[config.mk]
export PLATFORM = sky130hd
export DESIGN_NAME = wdt_guard
export DESIGN_NICKNAME = d
export VERILOG_FILES = /design/src/rtl/wdg_pkg.sv /design/src/rtl/wdg_ctrl_reg.sv /design/src/rtl/wdg_limit.sv /design/src/rtl/wdg_tick_cnt.sv /design/src/rtl/wdt_guard.sv
export SDC_FILE = /design/constraint.sdc
export NUM_CORES = 1
export LEC_CHECK = 0
export ABC_CLOCK_PERIOD_IN_PS = 6500
export BUFFER_PORTS_ARGS = -buffer_cell sky130_fd_sc_hd__buf_2
export CORE_MARGIN = 4
export CORE_UTILIZATION = 40
export CTS_BUF_LIST = sky130_fd_sc_hd__clkbuf_8 sky130_fd_sc_hd__clkbuf_16
export DETAILED_ROUTE_END_ITERATION = 10
export SLEW_MARGIN = 20
export SYNTH_ARGS = -nofsm -noshare
export SYNTH_HDL_FRONTEND = slang
export SYNTH_SLANG_ARGS = --single-unit
[constraint.sdc]
create_clock -name clk -period 6.5 [get_ports clk]
set_input_delay 0.65 -clock clk [delete_from_list [all_inputs] [get_ports clk]]
set_output_delay 0.65 -clock clk [all_outputs]
set_load 0.005 [all_outputs]
[src/rtl/wdg_pkg.sv]
// Shared constants for the protected watchdog.
// Assumes an 8-bit control register whose bit positions are fixed below.
package wdg_pkg;
    localparam int REG_W    = 8;
    localparam int SEL_W    = 3;
    localparam int UNLK_BIT = 4;
    localparam int ENA_BIT  = 3;

    typedef struct packed {
        logic             unlk;
        logic             ena;
        logic [SEL_W-1:0] sel;
    } wdg_cfg_t;
endpackage

[src/rtl/wdg_ctrl_reg.sv]
// Control register with a self-expiring unlock window.
// Assumes the write data is sampled on the same edge as the write strobe.
// Disable and selector writes are honoured only while the unlock bit is set.
module wdg_ctrl_reg
    import wdg_pkg::*;
#(
    parameter int HOLD = 4
) (
    input  logic             clk,
    input  logic             rst_n,
    input  logic             we,
    input  logic [4:0]       wdata,
    input  logic             safety_lock,
    output wdg_cfg_t         cfg,
    output logic             ena_wr
);
    localparam int WIN_W = $clog2(HOLD + 1);
    localparam logic [WIN_W-1:0] WIN_LOAD = WIN_W'(HOLD - 1);

    logic [WIN_W-1:0] win_q;
    logic             set_unlk;

    assign set_unlk = we && wdata[UNLK_BIT];
    assign ena_wr   = we && wdata[ENA_BIT];

    // Unlock bit: set by a write, withdrawn when the window runs out.
    always_ff @(posedge clk) begin
        if (!rst_n) begin
            cfg.unlk <= 1'b0;
            win_q    <= '0;
        end else if (set_unlk) begin
            cfg.unlk <= 1'b1;
            win_q    <= WIN_LOAD;
        end else if (cfg.unlk) begin
            if (win_q == '0) cfg.unlk <= 1'b0;
            else             win_q    <= win_q - 1'b1;
        end
    end

    // Enable bit: setting is free, clearing needs unlock and no lock.
    always_ff @(posedge clk) begin
        if (!rst_n)
            cfg.ena <= 1'b0;
        else if (ena_wr)
            cfg.ena <= 1'b1;
        else if (we && cfg.unlk && !safety_lock)
            cfg.ena <= 1'b0;
    end

    // Timeout selector: only written while unlocked.
    always_ff @(posedge clk) begin
        if (!rst_n)
            cfg.sel <= '0;
        else if (we && cfg.unlk)
            cfg.sel <= wdata[SEL_W-1:0];
    end

    a_r6_off_needs_unlock : assert property (@(posedge clk) disable iff (!rst_n)
        $fell(cfg.ena) |-> $past(cfg.unlk));
    a_r8_lock_holds_on : assert property (@(posedge clk) disable iff (!rst_n)
        (cfg.ena && safety_lock) |=> cfg.ena);
    a_r7_sel_frozen : assert property (@(posedge clk) disable iff (!rst_n)
        !cfg.unlk |=> $stable(cfg.sel));
    a_r3_window_ends : assert property (@(posedge clk) disable iff (!rst_n)
        $rose(cfg.unlk) |-> (win_q == WIN_LOAD));
endmodule

[src/rtl/wdg_limit.sv]
// Turns the timeout selector into the last count value before expiry.
// Assumes the length is 2^(BASE_LOG2 + sel) and that it fits in CNT_W+1 bits.
module wdg_limit
    import wdg_pkg::*;
#(
    parameter int BASE_LOG2 = 14,
    parameter int CNT_W     = 21
) (
    input  logic [SEL_W-1:0] sel,
    output logic [CNT_W-1:0] last
);
    logic [CNT_W:0] span;

    // Length is a power of two; the last count is one below it.
    always_comb begin
        span = (CNT_W+1)'(1) << (BASE_LOG2 + int'(sel));
        last = CNT_W'(span - 1'b1);
    end
endmodule

[src/rtl/wdg_tick_cnt.sv]
// Tick counter with expiry detection and a registered reset-request pulse.
// Assumes 'last' is stable while counting and that 'clr' has priority over ticks.
module wdg_tick_cnt #(
    parameter int CNT_W = 21
) (
    input  logic             clk,
    input  logic             rst_n,
    input  logic             ena,
    input  logic             clr,
    input  logic             tick_en,
    input  logic [CNT_W-1:0] last,
    output logic             req
);
    logic [CNT_W-1:0] cnt_q;

    // Count ticks while enabled; wrap and request at the selected length.
    always_ff @(posedge clk) begin
        if (!rst_n) begin
            cnt_q <= '0;
            req   <= 1'b0;
        end else begin
            req <= 1'b0;
            if (!ena || clr) begin
                cnt_q <= '0;
            end else if (tick_en) begin
                if (cnt_q >= last) begin
                    cnt_q <= '0;
                    req   <= 1'b1;
                end else begin
                    cnt_q <= cnt_q + 1'b1;
                end
            end
        end
    end

    a_r9_pulse_single : assert property (@(posedge clk) disable iff (!rst_n)
        req |=> !req);
    a_r10_off_no_req : assert property (@(posedge clk) disable iff (!rst_n)
        !ena |=> !req);
    a_r11_idle_no_req : assert property (@(posedge clk) disable iff (!rst_n)
        !tick_en |=> !req);
endmodule

[src/rtl/wdt_guard.sv]
// Top of the protected watchdog: register, limit decode and tick counter.
// Assumes a synchronous active-low reset and a tick strobe in the clk domain.
module wdt_guard
    import wdg_pkg::*;
#(
    parameter int BASE_LOG2 = 14,
    parameter int HOLD      = 4
) (
    input  logic             clk,
    input  logic             rst_n,
    input  logic             reg_we,
    input  logic [REG_W-1:0] reg_wdata,
    output logic [REG_W-1:0] reg_rdata,
    input  logic             tick_en,
    input  logic             kick,
    input  logic             safety_lock,
    output logic             rst_req
);
    localparam int CNT_W = BASE_LOG2 + (1 << SEL_W) - 1;

    wdg_cfg_t         cfg;
    logic             ena_wr;
    logic [CNT_W-1:0] last;
    logic             unused_hi;

    assign unused_hi = ^reg_wdata[REG_W-1:5];

    wdg_ctrl_reg #(.HOLD(HOLD)) u_reg (
        .clk(clk), .rst_n(rst_n), .we(reg_we), .wdata(reg_wdata[4:0]),
        .safety_lock(safety_lock), .cfg(cfg), .ena_wr(ena_wr)
    );

    wdg_limit #(.BASE_LOG2(BASE_LOG2), .CNT_W(CNT_W)) u_lim (
        .sel(cfg.sel), .last(last)
    );

    wdg_tick_cnt #(.CNT_W(CNT_W)) u_cnt (
        .clk(clk), .rst_n(rst_n), .ena(cfg.ena), .clr(kick || ena_wr),
        .tick_en(tick_en), .last(last), .req(rst_req)
    );

    // Read value: reserved bits zero above the packed configuration.
    assign reg_rdata = {{(REG_W-5){1'b0}}, cfg};
endmodule

==> flow_metrics.env, run 1 <==
export IMPL_rows=25
export IMPL_cp_data_required_time_ns=6.65
export IMPL_power_density_nw_per_um2=167
export IMPL_synth_area_top_cells="dfxtp_1 29%, ha_1 14%, nor3_2 5.4%"
export IMPL_hold_viol=0
export IMPL_crit_type="reg2reg"
export IMPL_wl_per_cell_um=12.7
export IMPL_antenna_cells=0
export IMPL_yosysMostFrequentCell="dfxtp_1"
export IMPL_area_delta_synth_final_pct=11.1
export IMPL_syn_inst=232
export IMPL_place_hpwl_mm=2.93
export IMPL_cts_resized=0
export IMPL_start_util=0.423
export IMPL_leakage_nw=0.840
export IMPL_dr_max_layer_used="met4"
export IMPL_ant_nets=0
export IMPL_core_sq_um=4820
export IMPL_worst_pin_slew_ns=0.592
export IMPL_syn_area_sq_um=2040
export IMPL_dr_wl_met3_um=138
export IMPL_ys_types=45
export IMPL_via_count=1645
export IMPL_dieWidth_um=79.4
export IMPL_synth_enable_flop_cells=0
export IMPL_finalSetupViolCount=0
export IMPL_status="finished, final reports clean"
export IMPL_grt_ovfl_total=0
export IMPL_cp_top_family="simple AND/OR/NAND/NOR gates"
export IMPL_met2_length_mm=1.68
export IMPL_fin_tns_setup_ns=0
export IMPL_first_iter_violations=69
export IMPL_cts_setup_buffers=0
export IMPL_synth_top_flop_cell="dfxtp_1"
export IMPL_placed_cells=313
export IMPL_crit_chain="inv_1 -> ha_1 -> inv_1 -> or3_1 -> xor2_1 -> nand2_1 -> ha_1 -> nand4_2 -> or3_4 -> nor2_4 -> a2bb2oi_4 -> a21boi_4 -> nor3_1"
export IMPL_viasPerCell=5.12
export IMPL_hold_class="reg2reg"
export IMPL_finalNetCount=289
export IMPL_period_minus_slack_ns=3.55
export IMPL_critPathLaunchType="flip-flop"
export IMPL_numCtsBuffers=5
export IMPL_drtPass1Iterations=4
export IMPL_final_max_slew_violation_count=0
export IMPL_cts_hold_buf=0
export IMPL_final_setup_skew_ns=0.00648
export IMPL_htree_num_levels=2
export IMPL_crit_slowest_cell="a21boi_4"
export IMPL_cts_sinks=30
export IMPL_die_area_sq_um=6300
export IMPL_root_buffer="clkbuf_8"
export IMPL_wl_mm=4.07
export IMPL_rsz0062_at_grt="no"
export IMPL_drv_cap=0
export IMPL_cp_num_buf_inv=2
export IMPL_slowest_delay_ns=0.52
export IMPL_fin_crit_sh=0.547
export IMPL_antenna_found_initial=0
export IMPL_worst_path_max_fanout=15
export IMPL_end_kind="flip-flop"
export IMPL_clock_latency_ns=0.29
export IMPL_synth_async_reset_ratio=0
export IMPL_place_gp_congestion=0.789
export IMPL_die_height_um=79.4
export IMPL_yosysSeqAreaShare=0.295
export IMPL_stdcell_count=321
export IMPL_ioPinCount=23
export IMPL_max_slew_margin=0.604
export IMPL_clk_path_buf_depth=2
export IMPL_arrival_ns=3.70
export IMPL_max_freq_mhz=281
export IMPL_peakVddDrop_v=0.000107
export IMPL_synthTopCellsByCount="30 x dfxtp_1, 22 x ha_1, 19 x nand2_1"
export IMPL_tritoncts="built"
export IMPL_grt_first_pass_wirelength_mm=7.09
export IMPL_synth_area_per_cell_sq_um=8.78
export IMPL_drc=0
export IMPL_grt_max_degree=23
export IMPL_io_buffers=16
export IMPL_drive_above_1_share=0.173
export IMPL_yosysTopAreaCell="dfxtp_1"
export IMPL_ys_warn_count=0
export IMPL_synth_seq_cells=30
export IMPL_fin_util=0.470
export IMPL_wl_met1_mm=2.14
export IMPL_path_clk_slew_ns=0.06
export IMPL_rrSetupSlack_ns=2.95
export IMPL_yosysTopAreaCellShare=0.295
export IMPL_first_global_vias=1572
export IMPL_track_usage=0.143
-- registers in the layout, indices dropped and copies added, names as in the netlist --
register     flops
u_reg.cfg        5
u_cnt.req        1
u_reg.win_q      3
u_cnt.cnt_q     21
-- worst paths after layout --
path,endpoint,cells past startpoint,startpoint
hold / removal,u_reg.cfg[3],2,u_reg.cfg[3]
hold reg to reg,u_reg.cfg[3],2,u_reg.cfg[3]
setup / recovery,u_cnt.cnt_q[20],13,u_reg.cfg[1]
setup reg to reg,u_cnt.cnt_q[20],13,u_reg.cfg[1]
-- where the power goes --
| part | switching (mW) | internal, mW |
|---|---|---|
| Clock | 0.0733 | 0.0837 |
| Sequential | 0.00234 | 0.187 |
| Combinational | 0.0171 | 0.0138 |
| Total | 0.0927 | 0.284 |
-- cells by family (layout without fill, tap and decap cells) --
logic type                 Yosys count  after routing  synth area share
DFF                                 30             30             0.295
AOI/OAI and AO/OA                   40             40             0.143
buffers and inverters               21             38            0.0516
other                                1              6           0.00184
and+or+nand+nor                     99             99             0.292
xor gates and xnor gates            19             19            0.0817
adders and majority gates           22             22             0.135
-- cells in the final DEF, fill, tap and decap left out, types with 2 or more instances in the layout --
master and instances:
conb_1 6, a21boi_0 7, o211ai_1 3, buf_2 16, inv_1 14, xnor2_1 9
clkbuf_8 6, nor2_1 14, dfxtp_1 30, nand4b_1 2, nand3_1 11, nor2b_1 2
a21oi_1 12, a31oi_1 5, nand2_1 19, o21ai_0 3, nand4_1 9, xor2_1 10
and3_1 2, nor3b_1 2, or2b_1 2, or3_1 2, nor4_1 2, ha_1 22
nand2b_1 7, nor3_1 7, nor3_2 11
-- worst min-delay path: cells and delay by family (launching register included) --
family / cells / cell delay, ns
flip-flops: 1 / 0.32
AO/OA/AOI/OAI: 2 / 0.15
-- final cells by class --
type                    instances  area, sq um
clock inverters                 2         8.76
clock buffers                   6         82.6
inverters                      13         48.8
repair buffers                 17         87.6
multi-input cells             186         1350
fillers                       493         2550
well taps                      67         83.8
flip-flops and latches         30          601
-- routing by layer --
layer / up-vias / global-route usage
li1: 851 / -
met1: 758 / 0.196
met2: 22 / 0.205
met3: 14 / 0.0408
met4: 0 / 0.0670
met5: - / 0
-- per-stage QoR --
stage	setup WS [ns]	instance area (sq um)	power, mW	hold WS (ns)
floorplan	3.42	2060	0.216	0.471
global placement	2.98	2170	0.223	0.496
detailed placement	2.94	2170	0.224	0.498
CTS	2.93	2260	0.383	0.509
global route	2.62	2260	0.395	0.545
finish	2.95	2260	0.377	0.508
Note: power is estimated with default switching activity, not from simulation.
==> run 2, diff against run 1 <==
Settings changed: ABC_CLOCK_PERIOD_IN_PS 6500 to 3000.
Clock period 6.5 ns to 3 ns, I/O delays scaled along.
==> run 2 against run 1 <==
Combinational power increased to 2.5 times the previous value. Non-clock buffer count increased by 11. Core utilization increased by 4.5 points. Critical path depth unchanged. Clock skew increased by 0.0011 ns. Final cell count increased by 3.4%. Largest power group is now clock.
==> flow_metrics.env, run 2 (synthesized netlist as in run 1, its figures left out) <==
export IMPL_critical_path_endpoint="u_cnt.cnt_q[17]"
export IMPL_drive_above_1_share=0.253
export IMPL_r2r_end="u_cnt.cnt_q[17]"
export IMPL_worst_path_max_fanout=6
export IMPL_core_sq_um=4820
export IMPL_fin_tns_setup_ns=0
export IMPL_via_count=1685
export IMPL_finalNetCount=300
export IMPL_finalSetupViolCount=0
export IMPL_period_minus_slack_ns=2.93
export IMPL_min_from="reg_wdata[2]"
export IMPL_first_iter_violations=70
export IMPL_arrival_ns=3.09
export IMPL_largest_register_ffs=21
export IMPL_top_register="u_cnt.cnt_q"
export IMPL_power_density_nw_per_um2=405
export IMPL_area_delta_synth_final_pct=21.7
export IMPL_switching_share=0.207
export IMPL_peakVddDrop_v=0.000288
export IMPL_cts_sinks=30
export IMPL_place_gp_congestion=0.765
export IMPL_final_max_slew_violation_count=0
export IMPL_rsz0062_at_grt="yes"
export IMPL_start_util=0.423
export IMPL_power_net_switching_uw=208
export IMPL_rrSetupSlack_ns=0.07
export IMPL_worst_pin_slew_ns=0.605
export IMPL_drtPass1Iterations=4
export IMPL_antenna_cells=0
export IMPL_reg_largest_list="u_cnt.cnt_q (21), u_reg.cfg (5), u_reg.win_q (3)"
export IMPL_drc=0
export IMPL_io_buffers=16
export IMPL_layout_setup_ws_ns=0.0689
export IMPL_final_common_cell="dfxtp_1"
export IMPL_reg2reg_depth=13
export IMPL_grt_max_degree=23
export IMPL_tritoncts="built"
export IMPL_grt_first_pass_wirelength_mm=7.20
export IMPL_clk_path_buf_depth=2
export IMPL_htree_num_levels=2
export IMPL_ant_nets=0
export IMPL_timing_rr_start="u_reg.cfg[1]"
export IMPL_hold_class="in2reg"
export IMPL_hold_viol=0
export IMPL_track_usage=0.145
export IMPL_place_area_sq_um=2240
export IMPL_worstSetupStartpoint="u_reg.cfg[1]"
export IMPL_drv_cap=0
export IMPL_status="finished, final reports clean"
export IMPL_p_int_uw=796
export IMPL_cp_data_required_time_ns=3.16
export IMPL_leakage_nw=0.929
export IMPL_fin_util=0.515
export IMPL_fin_area_sq_um=2480
export IMPL_end_kind="flip-flop"
export IMPL_finalPower_mw=1.00
export IMPL_die_area_sq_um=6300
export IMPL_post_place_ws_ns=0.0717
export IMPL_max_slew_margin=0.594
export IMPL_crit_type="reg2reg"
export IMPL_final_setup_skew_ns=0.00754
export IMPL_p_seq_frac=0.407
export IMPL_rows=25
export IMPL_mostFrequentLayoutCells="28 x dfxtp_1, 19 x nand2_1, 19 x ha_1, 16 x buf_2, 14 x nor2_1"
export IMPL_numCtsBuffers=5
export IMPL_clock_latency_ns=0.29
export IMPL_max_freq_mhz=341
export IMPL_grt_ovfl_total=0
export IMPL_comb_power_share=0.078
export IMPL_antenna_found_initial=0
export IMPL_viasPerCell=5.08
export IMPL_die_height_um=79.4
export IMPL_place_hpwl_mm=3.02
export IMPL_path_clk_slew_ns=0.06
export IMPL_wl_mm=4.31
export IMPL_first_global_vias=1596
export IMPL_wl_per_cell_um=13.0
export IMPL_root_buffer="clkbuf_8"
export IMPL_dieWidth_um=79.4
export IMPL_fin_crit_sh=0.977
export IMPL_ioPinCount=23
export IMPL_power_share_clock=0.515
export IMPL_critPathLaunchType="flip-flop"
[run 2: cell types whose count changed in the layout (fill, tap and decap cells not counted), moves of 2 or more]
cell / change
buf_4: +9
or3_1: -2
bufinv_16: +2
ha_1: -3
inv_1: -4
dfxtp_1: -2
ha_4: +2
dfxtp_2: +2
inv_2: +3
or3_4: +2
[run 2: area by class of cell]
cell class                 count  area (sq um)
timing repair buffer          28           200
multi-input combinational    186          1400
clock buffer                   6          82.6
fill                         497          2340
clock inverter                 2          60.1
inverter                      13          48.8
sequential                    30           603
tap                           67          83.8
[run 2: what timing repair did]
| item | 4_1_cts | 5_1_grt |
|---|---|---|
| endpoints found under the setup margin | 0 | 19 |
| gates resized for setup | 0 | 11 |
| hold buffers | 0 | 0 |
| buffers inserted | 0 | 2 |
[run 2: worst min path at each step]
stage / cells after the start / slack, ns / end
6_report: 3 / 0.28 / u_reg.cfg[2]
2_1_floorplan: 1 / 0.45 / u_reg.win_q[2]
3_5_place_dp: 2 / 0.50 / u_cnt.cnt_q[1]
3_3_place_gp: 2 / 0.49 / u_cnt.cnt_q[1]
5_1_grt: 3 / 0.29 / u_reg.cfg[1]
4_1_cts: 3 / 0.28 / u_reg.cfg[2]
[run 2: per-layer routing]
| layer | up-vias | global-route usage | part of all wire |
|---|---|---|---|
| met5 | - | 0 | 0 |
| met4 | 0 | 0.0601 | 0.017 |
| met3 | 7 | 0.0306 | 0.025 |
| met2 | 20 | 0.222 | 0.46 |
| met1 | 784 | 0.195 | 0.50 |
| li1 | 874 | - | - |
[run 2: power by group through the flow]
stage | Combinational, mW | Clock [mW] | Sequential [mW]
6_report | 0.0779 | 0.517 | 0.409
5_1_grt | 0.0898 | 0.545 | 0.409
4_1_cts | 0.0710 | 0.526 | 0.408
3_5_place_dp | 0.0704 | 0 | 0.417
3_3_place_gp | 0.0693 | 0 | 0.417
2_1_floorplan | 0.0502 | 0 | 0.417
[run 2: worst max-delay path, cell delays in order, from the launching register on]
cell and delay [ns]:
dfxtp_2 0.33, inv_2 0.05, ha_4 0.27, inv_2 0.05, or3_4 0.32, xor2_1 0.16, nand2_1 0.11, ha_4 0.29
nand4_4 0.09, or3_4 0.44, a2bb2oi_4 0.19, a21boi_4 0.25, clkbuf_16 0.20, nor3_2 0.04
[run 2: per-stage QoR]
step | hold slack [ns] | instances
after floorplan | 0.446 | 237
after global routing | 0.291 | 332
after CTS | 0.281 | 329
after detailed placement | 0.501 | 321
final | 0.285 | 332
after global placement | 0.494 | 321
==> run 3, diff against run 2 <==
Settings changed: ABC_CLOCK_PERIOD_IN_PS 3000 to 3300.
Clock period 3 ns to 3.3 ns, I/O delays scaled along.
==> run 3 against run 2 <==
Non-clock buffer count fell by 6. First-iteration DRC count is 10% higher. Sequential share of layout area increased by 1.4 points. Register-to-register slack better by 0.11 ns. Sequential power is 9.3% lower. Global-route usage decreased by 0.46 points. Core utilization shrank 2.9 points. Clock skew is 0.0032 ns lower. Clock-buffer cell count stayed put. Critical path depth up 1. Critical endpoint is now u_cnt.cnt_q[20]. Largest power group is now registers.
==> flow_metrics.env, run 3 (synthesized netlist as in run 1, its figures left out) <==
export IMPL_via_count=1633
export IMPL_dieWidth_um=79.4
export IMPL_drive_above_1_share=0.193
export IMPL_dr_wl_met3_um=126
export IMPL_critPathLaunchType="flip-flop"
export IMPL_crit_type="reg2reg"
export IMPL_arrival_ns=3.27
export IMPL_post_place_ws_ns=0.123
export IMPL_worst_pin_slew_ns=0.594
export IMPL_peakVddDrop_v=0.000233
export IMPL_htree_num_levels=2
export IMPL_min_from="reg_wdata[1]"
export IMPL_largest_register_ffs=21
export IMPL_wl_mm=4.00
export IMPL_reg_largest_list="u_cnt.cnt_q (21), u_reg.cfg (5), u_reg.win_q (3)"
export IMPL_comb_power_share=0.084
export IMPL_grt_ovfl_total=0
export IMPL_timing_rr_start="u_reg.cfg[2]"
export IMPL_leakage_nw=0.880
export IMPL_max_freq_mhz=321
export IMPL_area_delta_synth_final_pct=14.8
export IMPL_place_hpwl_mm=2.96
export IMPL_ioPinCount=23
export IMPL_fin_tns_setup_ns=0
export IMPL_drv_cap=0
export IMPL_core_sq_um=4820
export IMPL_met2_length_mm=1.71
export IMPL_numCtsBuffers=5
export IMPL_clk_path_buf_depth=2
export IMPL_hold_class="in2reg"
export IMPL_wl_met1_mm=2.09
export IMPL_grt_max_degree=23
export IMPL_power_net_switching_uw=170
export IMPL_fin_crit_sh=0.945
export IMPL_period_minus_slack_ns=3.12
export IMPL_hold_viol=0
export IMPL_wl_per_cell_um=12.3
export IMPL_ant_nets=0
export IMPL_mostFrequentLayoutCells="29 x dfxtp_1, 22 x ha_1, 19 x nand2_1, 16 x buf_2"
export IMPL_rsz0062_at_grt="no"
export IMPL_place_gp_congestion=0.789
export IMPL_first_global_vias=1559
export IMPL_drc=0
export IMPL_finalNetCount=294
export IMPL_final_common_cell="dfxtp_1"
export IMPL_power_share_clock=0.407
export IMPL_hold_slack_ns=0.327
export IMPL_layout_setup_ws_ns=0.181
export IMPL_first_iter_violations=77
export IMPL_worst_path_max_fanout=13
export IMPL_switching_share=0.233
export IMPL_die_area_sq_um=6300
export IMPL_finalSetupViolCount=0
export IMPL_cts_hold_buf=0
export IMPL_track_usage=0.140
export IMPL_top_register="u_cnt.cnt_q"
export IMPL_p_seq_frac=0.509
export IMPL_antenna_cells=0
export IMPL_start_util=0.423
export IMPL_p_int_uw=560
export IMPL_final_setup_skew_ns=0.00434
export IMPL_power_density_nw_per_um2=312
export IMPL_dr_max_layer_used="met4"
export IMPL_final_max_slew_violation_count=0
export IMPL_end_kind="flip-flop"
export IMPL_fillCellCount=499
export IMPL_path_clk_slew_ns=0.06
export IMPL_rows=25
export IMPL_tritoncts="built"
export IMPL_antenna_found_initial=0
export IMPL_viasPerCell=5.01
export IMPL_max_slew_margin=0.601
export IMPL_io_buffers=16
export IMPL_drtPass1Iterations=4
export IMPL_cts_sinks=30
export IMPL_worstSetupStartpoint="u_reg.cfg[2]"
export IMPL_cp_data_required_time_ns=3.45
export IMPL_grt_first_pass_wirelength_mm=6.98
export IMPL_clock_latency_ns=0.28
export IMPL_status="finished, final reports clean"
export IMPL_die_height_um=79.4
export IMPL_root_buffer="clkbuf_8"
## run 3: cell types whose count changed in the layout (fill, tap and decap cells not counted), sizes merged
cell,delta
clkinv,+1
inv,+1
clkbuf,-1
bufinv,-2
buf,-5
## run 3: path summary, 6_finish.rpt
path                           to  slack (ns)  depth (start not counted)
setup reg to reg  u_cnt.cnt_q[20]        0.18                         14
setup / recovery  u_cnt.cnt_q[20]        0.18                         14
hold / removal       u_reg.cfg[1]        0.33                          3
hold reg to reg      u_reg.cfg[3]        0.51                          2
## run 3: area by class of cell
class / count / area [sq um] / share of cell area
flip-flops and latches: 30 / 602 / 0.257
inverters: 13 / 48.8 / 0.0209
repair buffers: 22 / 163 / 0.0696
clock buffers: 6 / 82.6 / 0.0353
multi-input cells: 186 / 1350 / 0.577
clock inverters: 2 / 8.76 / 0.00375
well taps: 67 / 83.8 / 0.0358
## run 3: metrics by stage
stage / utilization / cell area [sq um] / power, mW / cells
6_report: 0.485 / 2340 / 0.730 / 326
5_1_grt: 0.485 / 2340 / 0.773 / 326
4_1_cts: 0.475 / 2290 / 0.744 / 323
3_5_place_dp: 0.456 / 2200 / 0.441 / 315
3_3_place_gp: 0.456 / 2200 / 0.440 / 315
2_1_floorplan: - / 2060 / 0.425 / 237
## run 3: worst max-delay path, cell delays in order, from the launching register on
cell	delay (ns)
dfxtp_2	0.36
inv_1	0.10
ha_1	0.33
inv_1	0.09
or3_1	0.33
xor2_1	0.14
nand2_1	0.07
ha_1	0.30
nand4_2	0.12
or3_4	0.43
nor2_4	0.14
a2bb2oi_4	0.12
a21boi_4	0.23
buf_12	0.17
nor3_1	0.06
## run 3: metal layers
layer,vias to the layer above,track usage
met1,734,0.199
met5,-,0
met4,0,0.0619
li1,864,-
met2,27,0.201
met3,8,0.0306
## run 3: power by group through the flow
stage	clock (mW)	sequential (mW)	combinational, mW
after detailed placement	0	0.380	0.0616
final	0.297	0.371	0.0612
after floorplan	0	0.379	0.0456
after global placement	0	0.379	0.0605
after global routing	0.329	0.372	0.0715
after CTS	0.311	0.371	0.0618
## run 3: timing repair
| item | CTS | global route |
|---|---|---|
| buffers inserted | 0 | 3 |
| endpoints found under the setup margin | 0 | 19 |
| resized for setup | 0 | 1 |
